$ cat config.mk
export PLATFORM = sky130hd
export DESIGN_NAME = tuner_ctl_i2c
export DESIGN_NICKNAME = d
export VERILOG_FILES = /design/src/rtl/tuner_i2c_pkg.sv /design/src/rtl/i2c_line_sync.sv /design/src/rtl/i2c_slave_link.sv /design/src/rtl/tuner_ctl_bank.sv /design/src/rtl/tuner_ctl_i2c.sv
export SDC_FILE = /design/constraint.sdc
export NUM_CORES = 1
export LEC_CHECK = 0
export BUFFER_PORTS_ARGS = -buffer_cell sky130_fd_sc_hd__buf_4
export CAP_MARGIN = 30
export CELL_PAD_IN_SITES_DETAIL_PLACEMENT = 0
export CELL_PAD_IN_SITES_GLOBAL_PLACEMENT = 1
export CORE_UTILIZATION = 36
export CTS_CLUSTER_DIAMETER = 120
export DETAILED_ROUTE_END_ITERATION = 8
export PLACE_DENSITY_LB_ADDON = 0.25
export REMOVE_ABC_BUFFERS = 1
export SLEW_MARGIN = 10
export SYNTH_ARGS = -nofsm -noshare
export SYNTH_HDL_FRONTEND = slang
export SYNTH_SLANG_ARGS = --single-unit
$ cat constraint.sdc
create_clock -name clk_i -period 2.3 [get_ports clk_i]
set_clock_uncertainty 0.15 [all_clocks]
set_input_delay 0.46 -clock clk_i [delete_from_list [all_inputs] [get_ports clk_i]]
set_output_delay 0.46 -clock clk_i [all_outputs]
set_load 0.03 [all_outputs]
$ cat src/rtl/tuner_i2c_pkg.sv
package tuner_i2c_pkg;
  localparam int unsigned CTL_BYTES = 4;
  localparam int unsigned CTL_W     = CTL_BYTES * 8;
  localparam int unsigned RD_IDX_W  = $clog2(CTL_BYTES + 2);
  localparam int unsigned RD_TAB    = 1 << RD_IDX_W;
  // byte 2 default: charge pump at highest current
  localparam logic [CTL_W-1:0] CTL_RST = {8'h00, 8'h0C, 8'h00, 8'h00};

  typedef enum logic [2:0] {
    ST_IDLE, ST_RX, ST_ACK, ST_TX, ST_RACK
  } link_st_e;
endpackage

$ cat src/rtl/i2c_line_sync.sv
module i2c_line_sync #(
  parameter int unsigned SYNC_STAGES = 2
) (
  input  logic clk_i,
  input  logic rst_ni,
  input  logic scl_i,
  input  logic sda_i,
  output logic scl_o,
  output logic sda_o,
  output logic scl_rise_o,
  output logic scl_fall_o,
  output logic start_o,
  output logic stop_o
);
  localparam int unsigned MSB = SYNC_STAGES - 1;

  logic [MSB:0] scl_sh, sda_sh;
  logic         scl_q, sda_q;

  always_ff @(posedge clk_i or negedge rst_ni) begin
    if (!rst_ni) begin
      scl_sh <= '1;
      sda_sh <= '1;
      scl_q  <= 1'b1;
      sda_q  <= 1'b1;
    end else begin
      scl_sh <= {scl_sh[MSB-1:0], scl_i};
      sda_sh <= {sda_sh[MSB-1:0], sda_i};
      scl_q  <= scl_sh[MSB];
      sda_q  <= sda_sh[MSB];
    end
  end

  assign scl_o      = scl_sh[MSB];
  assign sda_o      = sda_sh[MSB];
  assign scl_rise_o = scl_o & ~scl_q;
  assign scl_fall_o = ~scl_o & scl_q;
  assign start_o    = scl_o & scl_q & sda_q & ~sda_o;
  assign stop_o     = scl_o & scl_q & ~sda_q & sda_o;
endmodule

$ cat src/rtl/i2c_slave_link.sv
module i2c_slave_link
  import tuner_i2c_pkg::*;
#(
  parameter int unsigned MAX_DATA = CTL_BYTES
) (
  input  logic                clk_i,
  input  logic                rst_ni,
  input  logic                scl_i,
  input  logic                sda_i,
  input  logic                scl_rise_i,
  input  logic                scl_fall_i,
  input  logic                start_i,
  input  logic                stop_i,
  input  logic [6:0]          dev_addr_i,
  input  logic [7:0]          rd_byte_i,
  output logic [RD_IDX_W-1:0] rd_idx_o,
  output logic                frame_start_o,
  output logic                wr_valid_o,
  output logic [7:0]          wr_data_o,
  output logic                sda_oe_o
);
  localparam logic [RD_IDX_W-1:0] RD_LAST  = RD_IDX_W'(MAX_DATA + 1);
  localparam logic [RD_IDX_W-1:0] DATA_MAX = RD_IDX_W'(MAX_DATA);

  link_st_e            state;
  logic [7:0]          sr;
  logic [3:0]          bit_cnt;
  logic                is_addr, rnw, host_ack;
  logic [RD_IDX_W-1:0] data_idx;

  always_ff @(posedge clk_i or negedge rst_ni) begin
    if (!rst_ni) begin
      state         <= ST_IDLE;
      sr            <= '0;
      bit_cnt       <= '0;
      is_addr       <= 1'b0;
      rnw           <= 1'b0;
      host_ack      <= 1'b0;
      data_idx      <= '0;
      rd_idx_o      <= '0;
      frame_start_o <= 1'b0;
      wr_valid_o    <= 1'b0;
      wr_data_o     <= '0;
      sda_oe_o      <= 1'b0;
    end else begin
      frame_start_o <= 1'b0;
      wr_valid_o    <= 1'b0;
      if (start_i) begin
        state    <= ST_RX;
        bit_cnt  <= '0;
        is_addr  <= 1'b1;
        data_idx <= '0;
        sda_oe_o <= 1'b0;
      end else if (stop_i) begin
        state    <= ST_IDLE;
        sda_oe_o <= 1'b0;
      end else begin
        unique case (state)
          ST_RX: begin
            if (scl_rise_i) begin
              sr      <= {sr[6:0], sda_i};
              bit_cnt <= bit_cnt + 4'd1;
            end else if (scl_fall_i && bit_cnt == 4'd8) begin
              if (is_addr) begin
                if (sr[7:1] == dev_addr_i) begin
                  sda_oe_o      <= 1'b1;
                  rnw           <= sr[0];
                  is_addr       <= 1'b0;
                  rd_idx_o      <= '0;
                  frame_start_o <= ~sr[0];
                  state         <= ST_ACK;
                end else begin
                  state <= ST_IDLE;
                end
              end else if (data_idx < DATA_MAX) begin
                sda_oe_o   <= 1'b1;
                wr_valid_o <= 1'b1;
                wr_data_o  <= sr;
                data_idx   <= data_idx + 1'b1;
                state      <= ST_ACK;
              end else begin
                state <= ST_IDLE;  // extra byte: NACK
              end
            end
          end
          ST_ACK: begin
            if (scl_fall_i) begin
              bit_cnt <= '0;
              if (rnw) begin
                sr       <= rd_byte_i;
                sda_oe_o <= ~rd_byte_i[7];
                if (rd_idx_o != RD_LAST) rd_idx_o <= rd_idx_o + 1'b1;
                state    <= ST_TX;
              end else begin
                sda_oe_o <= 1'b0;
                state    <= ST_RX;
              end
            end
          end
          ST_TX: begin
            if (scl_fall_i) begin
              if (bit_cnt == 4'd7) begin
                sda_oe_o <= 1'b0;
                state    <= ST_RACK;
              end else begin
                sr       <= {sr[6:0], 1'b0};
                sda_oe_o <= ~sr[6];
                bit_cnt  <= bit_cnt + 4'd1;
              end
            end
          end
          ST_RACK: begin
            if (scl_rise_i) begin
              host_ack <= ~sda_i;
            end else if (scl_fall_i) begin
              if (host_ack) begin
                bit_cnt  <= '0;
                sr       <= rd_byte_i;
                sda_oe_o <= ~rd_byte_i[7];
                if (rd_idx_o != RD_LAST) rd_idx_o <= rd_idx_o + 1'b1;
                state    <= ST_TX;
              end else begin
                state <= ST_IDLE;
              end
            end
          end
          default: ;
        endcase
      end
    end
  end

  // drive edges only inside SCL low
  p_drive_scl_low_r9: assert property (@(posedge clk_i) disable iff (!rst_ni)
    (sda_oe_o != $past(sda_oe_o)) |-> !scl_i);

  // idle slave never touches the bus
  p_idle_quiet_r1: assert property (@(posedge clk_i) disable iff (!rst_ni)
    (state == ST_IDLE) |-> !sda_oe_o);
endmodule

$ cat src/rtl/tuner_ctl_bank.sv
module tuner_ctl_bank
  import tuner_i2c_pkg::*;
(
  input  logic             clk_i,
  input  logic             rst_ni,
  input  logic             frame_start_i,
  input  logic             wr_valid_i,
  input  logic [7:0]       wr_data_i,
  output logic [CTL_W-1:0] ctl_o
);
  localparam int unsigned                  LAST   = CTL_BYTES - 1;
  localparam logic [RD_IDX_W-1:0]          LAST_C = RD_IDX_W'(LAST);

  logic [RD_IDX_W-1:0] stage_cnt;
  logic [7:0]          stage_q [LAST];
  logic                commit;

  assign commit = wr_valid_i && (stage_cnt == LAST_C);

  always_ff @(posedge clk_i or negedge rst_ni) begin
    if (!rst_ni)            stage_cnt <= '0;
    else if (frame_start_i) stage_cnt <= '0;
    else if (wr_valid_i)    stage_cnt <= stage_cnt + 1'b1;
  end

  for (genvar g = 0; g < LAST; g++) begin : g_stage
    always_ff @(posedge clk_i or negedge rst_ni) begin
      if (!rst_ni)
        stage_q[g] <= '0;
      else if (wr_valid_i && stage_cnt == RD_IDX_W'(g))
        stage_q[g] <= wr_data_i;
    end

    always_ff @(posedge clk_i or negedge rst_ni) begin
      if (!rst_ni)     ctl_o[g*8 +: 8] <= CTL_RST[g*8 +: 8];
      else if (commit) ctl_o[g*8 +: 8] <= stage_q[g];
    end
  end

  always_ff @(posedge clk_i or negedge rst_ni) begin
    if (!rst_ni)     ctl_o[LAST*8 +: 8] <= CTL_RST[LAST*8 +: 8];
    else if (commit) ctl_o[LAST*8 +: 8] <= wr_data_i;
  end

  // outputs frozen except on the commit cycle
  p_hold_until_commit_r3: assert property (@(posedge clk_i) disable iff (!rst_ni)
    !commit |=> $stable(ctl_o));

  // link never delivers more bytes than the frame holds
  p_stage_bound_r5: assert property (@(posedge clk_i) disable iff (!rst_ni)
    wr_valid_i |-> (stage_cnt <= LAST_C));
endmodule

$ cat src/rtl/tuner_ctl_i2c.sv
module tuner_ctl_i2c
  import tuner_i2c_pkg::*;
#(
  parameter int unsigned SYNC_STAGES = 2,
  parameter logic [6:0]  BASE_ADDR7  = 7'h60
) (
  input  logic       clk_i,
  input  logic       rst_ni,
  input  logic       scl_i,
  input  logic       sda_i,
  output logic       sda_o,
  output logic       sda_oe_o,
  input  logic [1:0] addr_sel_i,
  input  logic       por_i,
  input  logic       pll_lock_i,
  output logic [7:0] n_div_o,
  output logic [4:0] a_div_o,
  output logic       psc_sel_o,
  output logic       ref_sel_o,
  output logic [3:0] vco_band_o,
  output logic [1:0] cp_code_o,
  output logic [1:0] bb_gain_o,
  output logic [3:0] lpf_bw_o,
  output logic       test_mode_o
);
  logic scl_s, sda_s, scl_rise, scl_fall, bus_start, bus_stop;
  logic frame_start, wr_valid;
  logic [7:0] wr_data, rd_byte;
  logic [RD_IDX_W-1:0] rd_idx;
  logic [CTL_W-1:0] ctl;
  logic [7:0] rd_tab [RD_TAB];
  logic [6:0] dev_addr;

  assign dev_addr = BASE_ADDR7 + {5'd0, addr_sel_i};
  assign sda_o    = 1'b0;

  i2c_line_sync #(.SYNC_STAGES(SYNC_STAGES)) i_sync (
    .clk_i, .rst_ni, .scl_i, .sda_i,
    .scl_o(scl_s), .sda_o(sda_s), .scl_rise_o(scl_rise), .scl_fall_o(scl_fall),
    .start_o(bus_start), .stop_o(bus_stop)
  );

  i2c_slave_link #(.MAX_DATA(CTL_BYTES)) i_link (
    .clk_i, .rst_ni, .scl_i(scl_s), .sda_i(sda_s),
    .scl_rise_i(scl_rise), .scl_fall_i(scl_fall),
    .start_i(bus_start), .stop_i(bus_stop),
    .dev_addr_i(dev_addr), .rd_byte_i(rd_byte), .rd_idx_o(rd_idx),
    .frame_start_o(frame_start), .wr_valid_o(wr_valid), .wr_data_o(wr_data),
    .sda_oe_o
  );

  tuner_ctl_bank i_bank (
    .clk_i, .rst_ni, .frame_start_i(frame_start),
    .wr_valid_i(wr_valid), .wr_data_i(wr_data), .ctl_o(ctl)
  );

  // read sequence: status, control bytes, then all-ones
  for (genvar g = 0; g < RD_TAB; g++) begin : g_rd
    if (g == 0) begin : g_stat
      assign rd_tab[g] = {por_i, pll_lock_i, 6'd0};
    end else if (g <= CTL_BYTES) begin : g_ctl
      assign rd_tab[g] = ctl[(g-1)*8 +: 8];
    end else begin : g_pad
      assign rd_tab[g] = 8'hFF;
    end
  end
  assign rd_byte = rd_tab[rd_idx];

  assign n_div_o     = ctl[7:0];
  assign a_div_o     = ctl[15:11];
  assign psc_sel_o   = ctl[10];
  assign ref_sel_o   = ctl[9];
  assign test_mode_o = ctl[8];
  assign vco_band_o  = ctl[23:20];
  assign cp_code_o   = ctl[19:18];
  assign bb_gain_o   = ctl[17:16];
  assign lpf_bw_o    = ctl[31:28];
endmodule

== Word-level counts from Yosys, hierarchy flattened ==
Index checks and enable logic that the tools add are counted.
Operators by class
  add/subtract/negate cells: 5
  magnitude comparators: 2
  equality and inequality tests: 43
  muxes and demuxes: 93
  bitwise logic cells: 19
  reductions and logical operators: 24
Operators by type and width (count)
  $mux W3: 29
  $mux W8: 10
  $mux W4: 9
  $mux W1: 35
  $pmux W8 S4: 1
  $bmux W8 S3: 1
  $ne A4 B3 Y1 const B: 6
  $ne A2 B1 Y1 const B: 9
  $pmux W4 S4: 1
  $ne A3 B2 Y1 const B: 5
  $reduce_and A7 Y1: 2
  $eq A3 B2 Y1 const B: 4
  $ne A2 B2 Y1 const B: 6
  $pmux W3 S4: 1
  $reduce_and A12 Y1: 1
  $not A1 Y1: 11
  $reduce_and A11 Y1: 1
  $reduce_and A10 Y1: 1
  $add A3 B1 Y3 const B: 3
  $ne A3 B3 Y1 const B: 3
  $pmux W3 S3: 1
  $reduce_and A9 Y1: 1
  $mux W2: 4
  $ne A4 B4 Y1 const B: 2
  other kinds (24): 39
Storage, ports and cells
  flip-flop bits (word level): 100
  input bits: 8
  output and inout port bits: 30
  word-level logic and storage cells: 210

== Longest topological paths before layout ==
Gate-level depths: netlist of the first run.
  word-level depth: 11
  gate-level depth with buffers: 7
  mapped depth without buffers: 6

== By module ==
Synthesis of the first run repeated with hierarchy kept, for this count alone.
Unflattened totals
  cells, all modules: 412
  area, all modules: 5119.9 um^2
Modules (own cells, without submodules)
  tuner_ctl_bank: instances 1, cells an instance 137, area each 2423.6 um^2, sequential area each 1478.9 um^2
  i2c_slave_link: instances 1, cells an instance 214, area each 2143.3 um^2, sequential area each 875.8 um^2
  tuner_ctl_i2c: instances 1, cells an instance 51, area each 362.8 um^2, sequential area each 0.0 um^2
  i2c_line_sync: instances 1, cells an instance 10, area each 190.2 um^2, sequential area each 157.7 um^2

== Worst setup path before layout of the first run ==
Ideal clock, no wire load.
  kind: register to register
  from: register i_link.rd_idx_o[1]
  to: register i_link.rd_idx_o[2]
  library setup time: 0.121 ns
  arrival time: 1.768 ns
  required time: 2.029 ns
  setup slack: 0.261 ns
  cell stages (with the launch flop): 8
  path buffers: 2
  clock period less this slack: 2.039 ns
  cell sequence: dfrtp_1 > buf_2 > buf_1 > inv_1 > ha_1 > a221o_1 > a21boi_1 > o22a_1
On the way
  word-level cells in the longest chain between the ends: 6
  elaborated cells between the ends (all ways): 9
  those cells by class: add/sub (1); eq/ne (1); mux (7)
Ends and longest elaborated chain
  from (decl): line i2c_slave_link.sv:16  | output logic [RD_IDX_W-1:0] rd_idx_o,
  from (signal assigned): line i2c_slave_link.sv:92  | if (rd_idx_o != RD_LAST) rd_idx_o <= rd_idx_o + 1'b1;
  from (signal assigned): line i2c_slave_link.sv:120  | if (rd_idx_o != RD_LAST) rd_idx_o <= rd_idx_o + 1'b1;
  $add A3 B1 Y3 / $ne A3 B3 Y1 (equally long branches): line i2c_slave_link.sv:92, i2c_slave_link.sv:120
  $mux W3 *: line i2c_slave_link.sv:92, i2c_slave_link.sv:120
  $mux W3: line i2c_slave_link.sv:116  | if (host_ack) begin
  $mux W3: line i2c_slave_link.sv:115  | end else if (scl_fall_i) begin
  $mux W3: line i2c_slave_link.sv:113  | if (scl_rise_i) begin
  $pmux W3 S3 *: line i2c_slave_link.sv:58  | unique case (state)
Mark *: on every way between the ends. The rest lies on a longest branch, timed or not. The select of a mux whose other input is x is not followed.
A chain may end at the register's enable or synchronous reset.

== Worst setup path after layout of the first run ==
  from: register i_sync.scl_q
  to: register i_link.sr[0]
On the way
  word-level cells in the longest chain between the ends: 5
  elaborated cells between the ends (all ways): 16
  those cells by class: eq/ne (5); bitwise (10); reduce/logical (1)
Ends and longest elaborated chain
  from (decl): line i2c_line_sync.sv:18  | logic scl_q, sda_q;
  from (signal assigned): line i2c_line_sync.sv:29  | scl_q <= scl_sh[MSB];
  $and A1 B1 Y1: line i2c_line_sync.sv:38, i2c_line_sync.sv:39
  $and A1 B1 Y1, on equally long branches (2 in a row): line i2c_line_sync.sv:39, i2c_line_sync.sv:38
  $not A1 Y1 (no source line)
  $reduce_and A11 Y1 (no source line) *
  to (signal assigned): line i2c_slave_link.sv:61  | sr <= {sr[6:0], sda_i};
  to (signal assigned): line i2c_slave_link.sv:90  | sr <= rd_byte_i;
  to (signal assigned): line i2c_slave_link.sv:106  | sr <= {sr[6:0], 1'b0};
  to (decl): line i2c_slave_link.sv:26  | logic [7:0] sr;
Mark *: on every way between the ends. The rest lies on a longest branch, timed or not.

==> flow_summary.ini, run 1 <==
[critical_path]
crit_arrival_ns = 2.18
cp_max_fo = 8
start_kind = flop
cp-end-kind = flop
required_ns = 2.38
r2r_setup_slack_ns = 0.20
path_class = flop to flop

[synthesis]
synthCells = 415
synth_flop_cell = dfrtp_1
yosysTopAreaCellShare_pct = 46.2
synthArstFlopShare_pct = 100
ys_seq_area_share_pct = 50.4
synthTopCellsByCount = dfrtp_1, mux2_2, buf_4, nor2_1
synthTopCellsByArea = dfrtp_1, mux2_2, buf_4
synth-seq-cells = 100
synth.distinct_cells = 64
yosysTopAreaCell = dfrtp_1
yosys_warnings = 0
syn-mean-instance-area_um2 = 12.0
yosysMostFrequentCell = dfrtp_1
synth_enable_flop_cells = 0
synthesis.area_um2 = 4980

[status]
status = complete, no violations

[power]
seq_power_share_pct = 50.7
finalPower_mw = 3.84
clock_power_share_pct = 39.7
p_leak_nw = 2.70
p_sw_mw = 0.967
ir_drop_mv = 0.308
combPwrFrac_pct = 9.6
p_int_mw = 2.87
power.share.switching_pct = 25.2
p_per_area_nw_per_um2 = 683

[drt]
drtAntennaViolNets = 0
wire_per_inst_um = 17.4
viasPerCell = 5.22
drc_errors = 0
drt_iter0_drc = 90
totalWireLength_um = 10600
vias = 3200
drtPass1Iterations = 5

[sta]
clock.fmax_mhz = 477
worst_pin_slew_ns = 0.559
fin_crit_sh_pct = 91.2
finalSetupTns_ns = 0
slew_viol_final = 0
setup_viol = 0
period_minus_slack_ns = 2.10
finalHoldViolations = 0
rsz0062_at_grt = no
relSlewSlack_pct = 62.7

[floorplanning]
die-width_um = 120
core_um2 = 13300
dieArea_um2 = 14300
start_util_pct = 37.3
io_pins = 38
num_rows = 42
die_h_um = 120

[place]
dpl_cell_area_um2 = 5310
portBuffers = 36
hpwl_um = 7450
place.gp.congestion = 0.790

[clocking]
clock-root-buffer = clkbuf_16
cts-resized-gates = 0
clk_pin_slew_ns = 0.07
clockBufferDepth = 2
clk_latency_ns = 0.35
post-cts-setup-buffer-count = 0
cts_buffers = 9
htreeDepth = 3
cts_tree = built
cts.sinks = 100

[finish]
diodes = 0
fillers = 1320
area_growth_pct = 12.7
drive_gt1_share_pct = 37.1
final_area_um2 = 5620
fin_nets = 450

[grt]
track_usage_pct = 16.3
grt_pass1_wl_um = 17700
gr-total-overflow = 0
antenna_found_initial = 0
grt_pass1_vias = 3209
grt_max_degree = 33

[worst_hold_path]
hold_class = input port to flop

[flow_run]
drv_cap = 0
## layer usage
layer,track usage [%],wire [um],part of all wire [%]
met1,22.5,5260,49
met2,24.3,4820,45
met3,2.76,279,2.6
met4,8.83,284,2.7
met5,0,0,0
## area by class of cell
class / instances / area (um^2) / share of cell area (%)
clock inverter: 5 / 61.3 / 1.09
sequential: 100 / 2510 / 44.7
tap: 176 / 220 / 3.92
timing repair buffer: 50 / 403 / 7.17
multi-input combinational: 256 / 2130 / 38.0
clock buffer: 11 / 233 / 4.14
inverter: 15 / 56.3 / 1.00
## registers in the layout, summed over array words and instances (netlist names), 2 cells and up
| name | flops |
|---|---|
| i_bank.ctl_o | 32 |
| i_bank.stage_cnt | 3 |
| i_bank.stage_q | 24 |
| i_link.bit_cnt | 4 |
| i_link.data_idx | 3 |
| i_link.rd_idx_o | 3 |
| i_link.sr | 8 |
| i_link.state | 3 |
| i_link.wr_data_o | 8 |
| i_sync.scl_sh | 2 |
| i_sync.sda_sh | 2 |
## final timing paths
| path | start | end | cells after the start |
|---|---|---|---|
| max | i_sync.scl_q | i_link.sr[0] | 4 |
| min | sda_i | i_sync.sda_sh[0] | 1 |
| max reg2reg | i_sync.scl_q | i_link.sr[0] | 4 |
| min reg2reg | i_sync.sda_sh[0] | i_sync.sda_sh[1] | 0 |
| max in group asynchronous | rst_ni | i_sync.scl_sh[1] | 3 |
| min in group asynchronous | rst_ni | i_link.data_idx[0] | 2 |
## power by group through the flow
stage,logic (mW),clock network (mW),registers (mW)
floorplan,0.233,0,1.96
global placement,0.362,0,1.98
detailed placement,0.369,0,1.98
CTS,0.372,1.57,1.94
global route,0.420,1.66,1.96
finish,0.369,1.52,1.94
## layout by cell type (no fill, tap or decap), types with 10 or more instances in the layout
cell type and n:
mux2_2 74, buf_4 47, ha_1 10, nor2_1 19
a21oi_1 10, nand2_1 11, inv_1 15, dfrtp_1 92
o21ai_0 15
## metrics by stage
step	instances	hold slack (ns)	setup WS [ns]	util, %
2_1_floorplan	371	0.0144	0.142	-
3_3_place_gp	596	0.197	0.224	39.8
3_5_place_dp	596	0.197	0.199	39.8
4_1_cts	613	0.0557	0.183	42.1
5_1_grt	613	0.0542	0.139	42.1
6_report	613	0.0689	0.202	42.1
## critical path, cell delays in order (launching register included)
cell	delay (ns)
dfstp_2	0.52
or3b_4	0.39
o22a_1	0.23
o21ai_4	0.30
mux2_2	0.38
## what timing repair did
action,4_1_cts,5_1_grt
hold buffers,1,0
setup endpoints to repair,0,0
endpoints found under the hold margin,25,0
## cells by family after synthesis
| family | after synthesis | share of synthesized area (%) |
|---|---|---|
| DFF | 100 | 50.4 |
| and+or+nand+nor | 85 | 10.3 |
| other | 1 | 0.0752 |
| AOI/OAI and AO/OA | 75 | 10.7 |
| xor gates and xnor gates | 6 | 1.21 |
| muxes | 79 | 18.0 |
| adders and majority gates | 10 | 2.51 |
| buffers and inverters | 59 | 6.83 |
No activity file was read; power rests on OpenSTA's default activity.
==> run 2, diff against run 1 <==
Settings changed: CTS_CLUSTER_DIAMETER 120 to 100.
Clock period 2.3 ns to 2.6 ns, I/O delays scaled along.
==> flow_summary.ini, run 2 (synthesis gave the netlist of run 1 again) <==
[power]
p_per_area_nw_per_um2 = 601
ir_drop_mv = 0.315
p_leak_nw = 2.68

[place]
hpwl_um = 7300
portBuffers = 36
place.gp.congestion = 0.829

[finish]
drive_gt1_share_pct = 37.0
layout_commonest_cell = dfrtp_1
largest_register = i_bank.ctl_o
top_regs = i_bank.ctl_o (32), i_bank.stage_q (24)
fin_nets = 446
final_cell_mix = dfrtp_1, mux2_2, buf_4
regArea_um2 = 2510
area_growth_pct = 11.8
largest_reg_flops = 32
multi_input_area_um2 = 2130
fillers = 1298
diodes = 0

[flow_run]
drv_cap = 0

[sta]
hold_ws_ns = 0.0218
setup_viol = 0
finalSetupTns_ns = 0
period_minus_slack_ns = 2.28
worst_pin_slew_ns = 0.581
relSlewSlack_pct = 61.3
finalHoldViolations = 0
slew_viol_final = 0
fin_crit_sh_pct = 87.6
rsz0062_at_grt = no
clock.fmax_mhz = 439

[drt]
wire_per_inst_um = 17.4
drc_errors = 0
totalWireLength_um = 10600
vias = 3198
drt_iter0_drc = 159
viasPerCell = 5.25
drtPass1Iterations = 4
drtAntennaViolNets = 0

[grt]
gr-total-overflow = 0
grt_max_degree = 43
antenna_found_initial = 0
grt_pass1_vias = 3275
grt_pass1_wl_um = 17800
track_usage_pct = 16.2

[floorplanning]
num_rows = 42
core_um2 = 13300
dieArea_um2 = 14300
die-width_um = 120
start_util_pct = 37.3
io_pins = 38
die_h_um = 120

[critical_path]
critPathMaxStageDelay_ns = 0.65
cp-end-kind = flop
critical_path.cell_chain = or3b_4 -> o22a_1 -> o21ai_4 -> mux2_2
start_kind = flop
crit_arrival_ns = 2.36
worst_path_max_delay_cell = dfstp_2
path_class = flop to flop
required_ns = 2.68
cp_max_fo = 14

[status]
status = complete, no violations

[clocking]
cts_buffers = 9
postCtsHoldBufs = 0
cts-resized-gates = 0
clock-root-buffer = clkbuf_16
clk_pin_slew_ns = 0.07
cts_tree = built
cts.sinks = 100
htreeDepth = 3
post-cts-setup-buffer-count = 0
clockBufferDepth = 2
clk_latency_ns = 0.35

[worst_hold_path]
hold_class = input port to async pin
==> run 2: cell count changes in the layout (fill, tap and decap cells not counted) <==
| cell | previous run | this run |
|---|---|---|
| dlygate4sd3_1 | 1 | 0 |
| clkinv_4 | 1 | 0 |
| buf_4 | 47 | 44 |
| clkbuf_1 | 2 | 1 |
| bufinv_16 | 1 | 0 |
| inv_8 | 0 | 1 |
| clkinvlp_4 | 0 | 1 |
| clkbuf_8 | 0 | 1 |
==> run 2: final timing paths <==
| check | startpoint | cells past startpoint | slack [ns] | to |
|---|---|---|---|---|
| max | i_sync.scl_q | 4 | 0.32 | i_link.sr[5] |
| min | rst_ni | 1 | 0.02 | i_link.bit_cnt[1] |
| max reg2reg | i_sync.scl_q | 4 | 0.32 | i_link.sr[5] |
| min reg2reg | i_sync.sda_sh[0] | 0 | 0.21 | i_sync.sda_sh[1] |
| max in group asynchronous | rst_ni | 2 | 1.63 | i_bank.ctl_o[19] |
| min in group clk_i | sda_i | 1 | 0.13 | i_sync.sda_sh[0] |
==> run 2: layout make-up <==
class,instances,area share (%)
clock buffers,11,4.35
clock inverters,5,0.741
inverters,15,1.01
multi-input cells,256,38.2
flip-flops and latches,100,45.1
well taps,176,3.95
repair buffers,46,6.64
==> run 2: through the flow <==
step | power [mW] | instances | instance area [um^2] | worst slack [ns] | utilization (%)
2_1_floorplan | 1.94 | 371 | 4700 | 0.442 | -
3_3_place_gp | 2.07 | 593 | 5290 | 0.384 | 39.6
3_5_place_dp | 2.08 | 593 | 5290 | 0.346 | 39.6
4_1_cts | 3.39 | 609 | 5580 | 0.333 | 41.8
5_1_grt | 3.50 | 609 | 5580 | 0.260 | 41.8
6_report | 3.35 | 609 | 5580 | 0.323 | 41.8
==> run 2: metal layers <==
metal / GRT usage, % / wire [um] / vias up
li1: - / - / 1493
met1: 22.8 / 5160 / 1630
met2: 24.3 / 4910 / 63
met3: 3.52 / 407 / 12
met4: 6.48 / 150 / 0
met5: 0 / 0 / -
==> run 2: power breakdown <==
group / leakage [nW] / switching, mW / internal (mW)
Combinational: 1.20 / 0.175 / 0.149
Sequential: 1.34 / 0.0898 / 1.63
Clock: 0.138 / 0.614 / 0.688
Total: 2.68 / 0.879 / 2.47
==> run 2: critical path: cells and delay by family (launching register included) <==
family	cells	cell delay, ns
DFF	1	0.65
and+or+nand+nor	1	0.43
muxes	1	0.38
AOI/OAI and AO/OA	2	0.55
==> run 3, diff against run 2 <==
Settings changed: CAP_MARGIN 30 to 10, CTS_CLUSTER_DIAMETER 100 to unset, SYNTH_HIERARCHICAL set to 1.
==> flow_summary.ini, run 3 <==
[synthesis]
synth.distinct_cells = 59
yosys_warnings = 6
synthesis.area_um2 = 5120
synthTopCellsByCount = dfrtp_1, mux2_2, nor2_1, mux2_4, nand2_1
yosysTopAreaCellShare_pct = 45.0
synth_fa_ha_area_share_pct = 2.44
synth_compound_area_share_pct = 8.70
yosysMostFrequentCell = dfrtp_1
synth_xor_area_share_pct = 1.88
synth-seq-cells = 100
synthCells = 412
synth_flop_cell = dfrtp_1
synthTopCellsByArea = dfrtp_1, mux2_2, mux2_4
synth_simple_gate_area_share_pct = 12.3
syn-mean-instance-area_um2 = 12.4
yosysTopAreaCell = dfrtp_1
synthMuxAreaShare_pct = 21.8
synth_top_family_by_area = multiplexers
synthArstFlopShare_pct = 100
ys_seq_area_share_pct = 49.1
synth_enable_flop_cells = 0

[power]
finalPower_mw = 4.39
p_int_mw = 2.98
combPwrFrac_pct = 27.9
ir_drop_mv = 0.379
power.share.switching_pct = 32.1
p_sw_mw = 1.41
p_leak_nw = 2.89
seq_power_share_pct = 41.5
clock_power_share_pct = 30.6
p_per_area_nw_per_um2 = 736

[floorplanning]
core_um2 = 13900
die-width_um = 121
die_h_um = 121
dieArea_um2 = 14700
start_util_pct = 36.9
num_rows = 43
io_pins = 38

[finish]
diodes = 0
final_core_util_pct = 43.0
area_growth_pct = 16.5
top_regs = i_bank/ctl_o (32), i_bank/stage_q (24)
largest_reg_flops = 32
final_cell_mix = dfrtp_1, buf_4, mux2_2
layout_commonest_cell = dfrtp_1
fillers = 1331
multi_input_area_um2 = 2440
drive_gt1_share_pct = 36.2
largest_register = i_bank/ctl_o
fin_nets = 484
regArea_um2 = 2510

[sta]
fin_ws_ns = 0.220
slew_viol_final = 0
worst_pin_slew_ns = 0.508
relSlewSlack_pct = 65.9
clock.fmax_mhz = 420
finalSetupTns_ns = 0
rsz0062_at_grt = no
period_minus_slack_ns = 2.38
setup_viol = 0
finalHoldViolations = 0
fin_crit_sh_pct = 91.6

[critical_path]
crit_arrival_ns = 2.46
cp_max_fo = 13
path_class = flop to flop
cp-end-kind = flop
critical_path.cell_chain = nor3b_2 -> o21ai_0 -> a211oi_1 -> nand3_1 -> o311ai_0
critPathTopFamily = compound AO/OA/AOI/OAI gates
cp_num_buf_inv = 0
critPathMaxStageDelay_ns = 0.61
worst_path_max_delay_cell = dfrtp_1
start_kind = flop
required_ns = 2.67

[place]
place.gp.congestion = 0.830
portBuffers = 36
hpwl_um = 7720
pre_cts_slack_ns = 0.189

[drt]
viasPerCell = 5.09
vias = 3309
totalWireLength_um = 10900
drtPass1Iterations = 4
drt_iter0_drc = 136
drtAntennaViolNets = 0
drc_errors = 0
wire_per_inst_um = 16.8

[clocking]
cts_buffers = 9
clockBufferDepth = 2
htreeDepth = 3
clk_pin_slew_ns = 0.06
clk_latency_ns = 0.35
cts.sinks = 100
cts_tree = built
clock-root-buffer = clkbuf_16

[flow_run]
drv_cap = 0

[grt]
grt_max_degree = 60
antenna_found_initial = 0
track_usage_pct = 16.3
grt_pass1_vias = 3324
grt_pass1_wl_um = 17900
gr-total-overflow = 0

[status]
status = complete, no violations

[worst_hold_path]
hold_class = input port to flop
-- run 3: power groups by stage --
| stage | Sequential [mW] | Clock [mW] | Combinational [mW] |
|---|---|---|---|
| final | 1.82 | 1.34 | 1.23 |
| after floorplan | 1.88 | 0 | 0.781 |
| after CTS | 1.83 | 1.40 | 1.23 |
| after detailed placement | 1.85 | 0 | 1.22 |
| after global routing | 1.84 | 1.45 | 1.35 |
| after global placement | 1.85 | 0 | 1.22 |
-- run 3: path summary, 6_finish.rpt --
kind,depth (start not counted),slack [ns],to,from
worst max-delay path,5,0.22,i_link/state[0],i_link/state[2]
worst min-delay path,1,0.13,i_sync/scl_sh[0],scl_i
worst max register to register,5,0.22,i_link/state[0],i_link/state[2]
worst min register to register,0,0.21,i_sync/sda_sh[1],i_sync/sda_sh[0]
max in group asynchronous,3,1.18,i_bank/ctl_o[19],rst_ni
min in group asynchronous,2,0.47,i_link/state[2],rst_ni
-- run 3: per-layer routing --
layer  GRT usage, %  vias to the layer above  part of all wire, %
met5              0                        -                    0
met4           7.48                        0                  2.2
met3           2.68                       15                  2.4
met2           24.8                       54                   46
met1           22.6                     1665                   50
li1               -                     1575                    -
-- run 3: per-stage QoR --
stage / std cells / hold slack (ns) / cell area (um^2)
finish: 650 / 0.131 / 5960
global route: 650 / 0.113 / 5960
CTS: 650 / 0.117 / 5960
detailed placement: 634 / 0.197 / 5660
global placement: 634 / 0.196 / 5660
floorplan: 399 / 0.0744 / 5000
-- run 3: repair_timing --
item | in CTS | in global routing
setup buffers | 0 | 0
gates resized for setup | 0 | 1
hold buffers | 1 | 0
hold endpoints to repair | 14 | 0
setup endpoints to repair | 0 | 3
-- run 3: cell type report --
type / count / share of cell area (%)
timing repair buffer: 56 / 7.51
sequential: 100 / 42.1
clock buffer: 10 / 3.84
clock inverter: 5 / 1.05
multi-input combinational: 286 / 40.9
tap: 180 / 3.78
inverter: 13 / 0.818
-- run 3: cell families (layout without fill, tap and decap cells) --
kind of cell               after synthesis  after routing
buffers and inverters                   30             84
AOI/OAI and AO/OA                       57             57
adders and majority gates               10             10
muxes                                   91             91
xor gates and xnor gates                11             11
other                                    2              6
DFF                                    100            100
and+or+nand+nor                        111            111
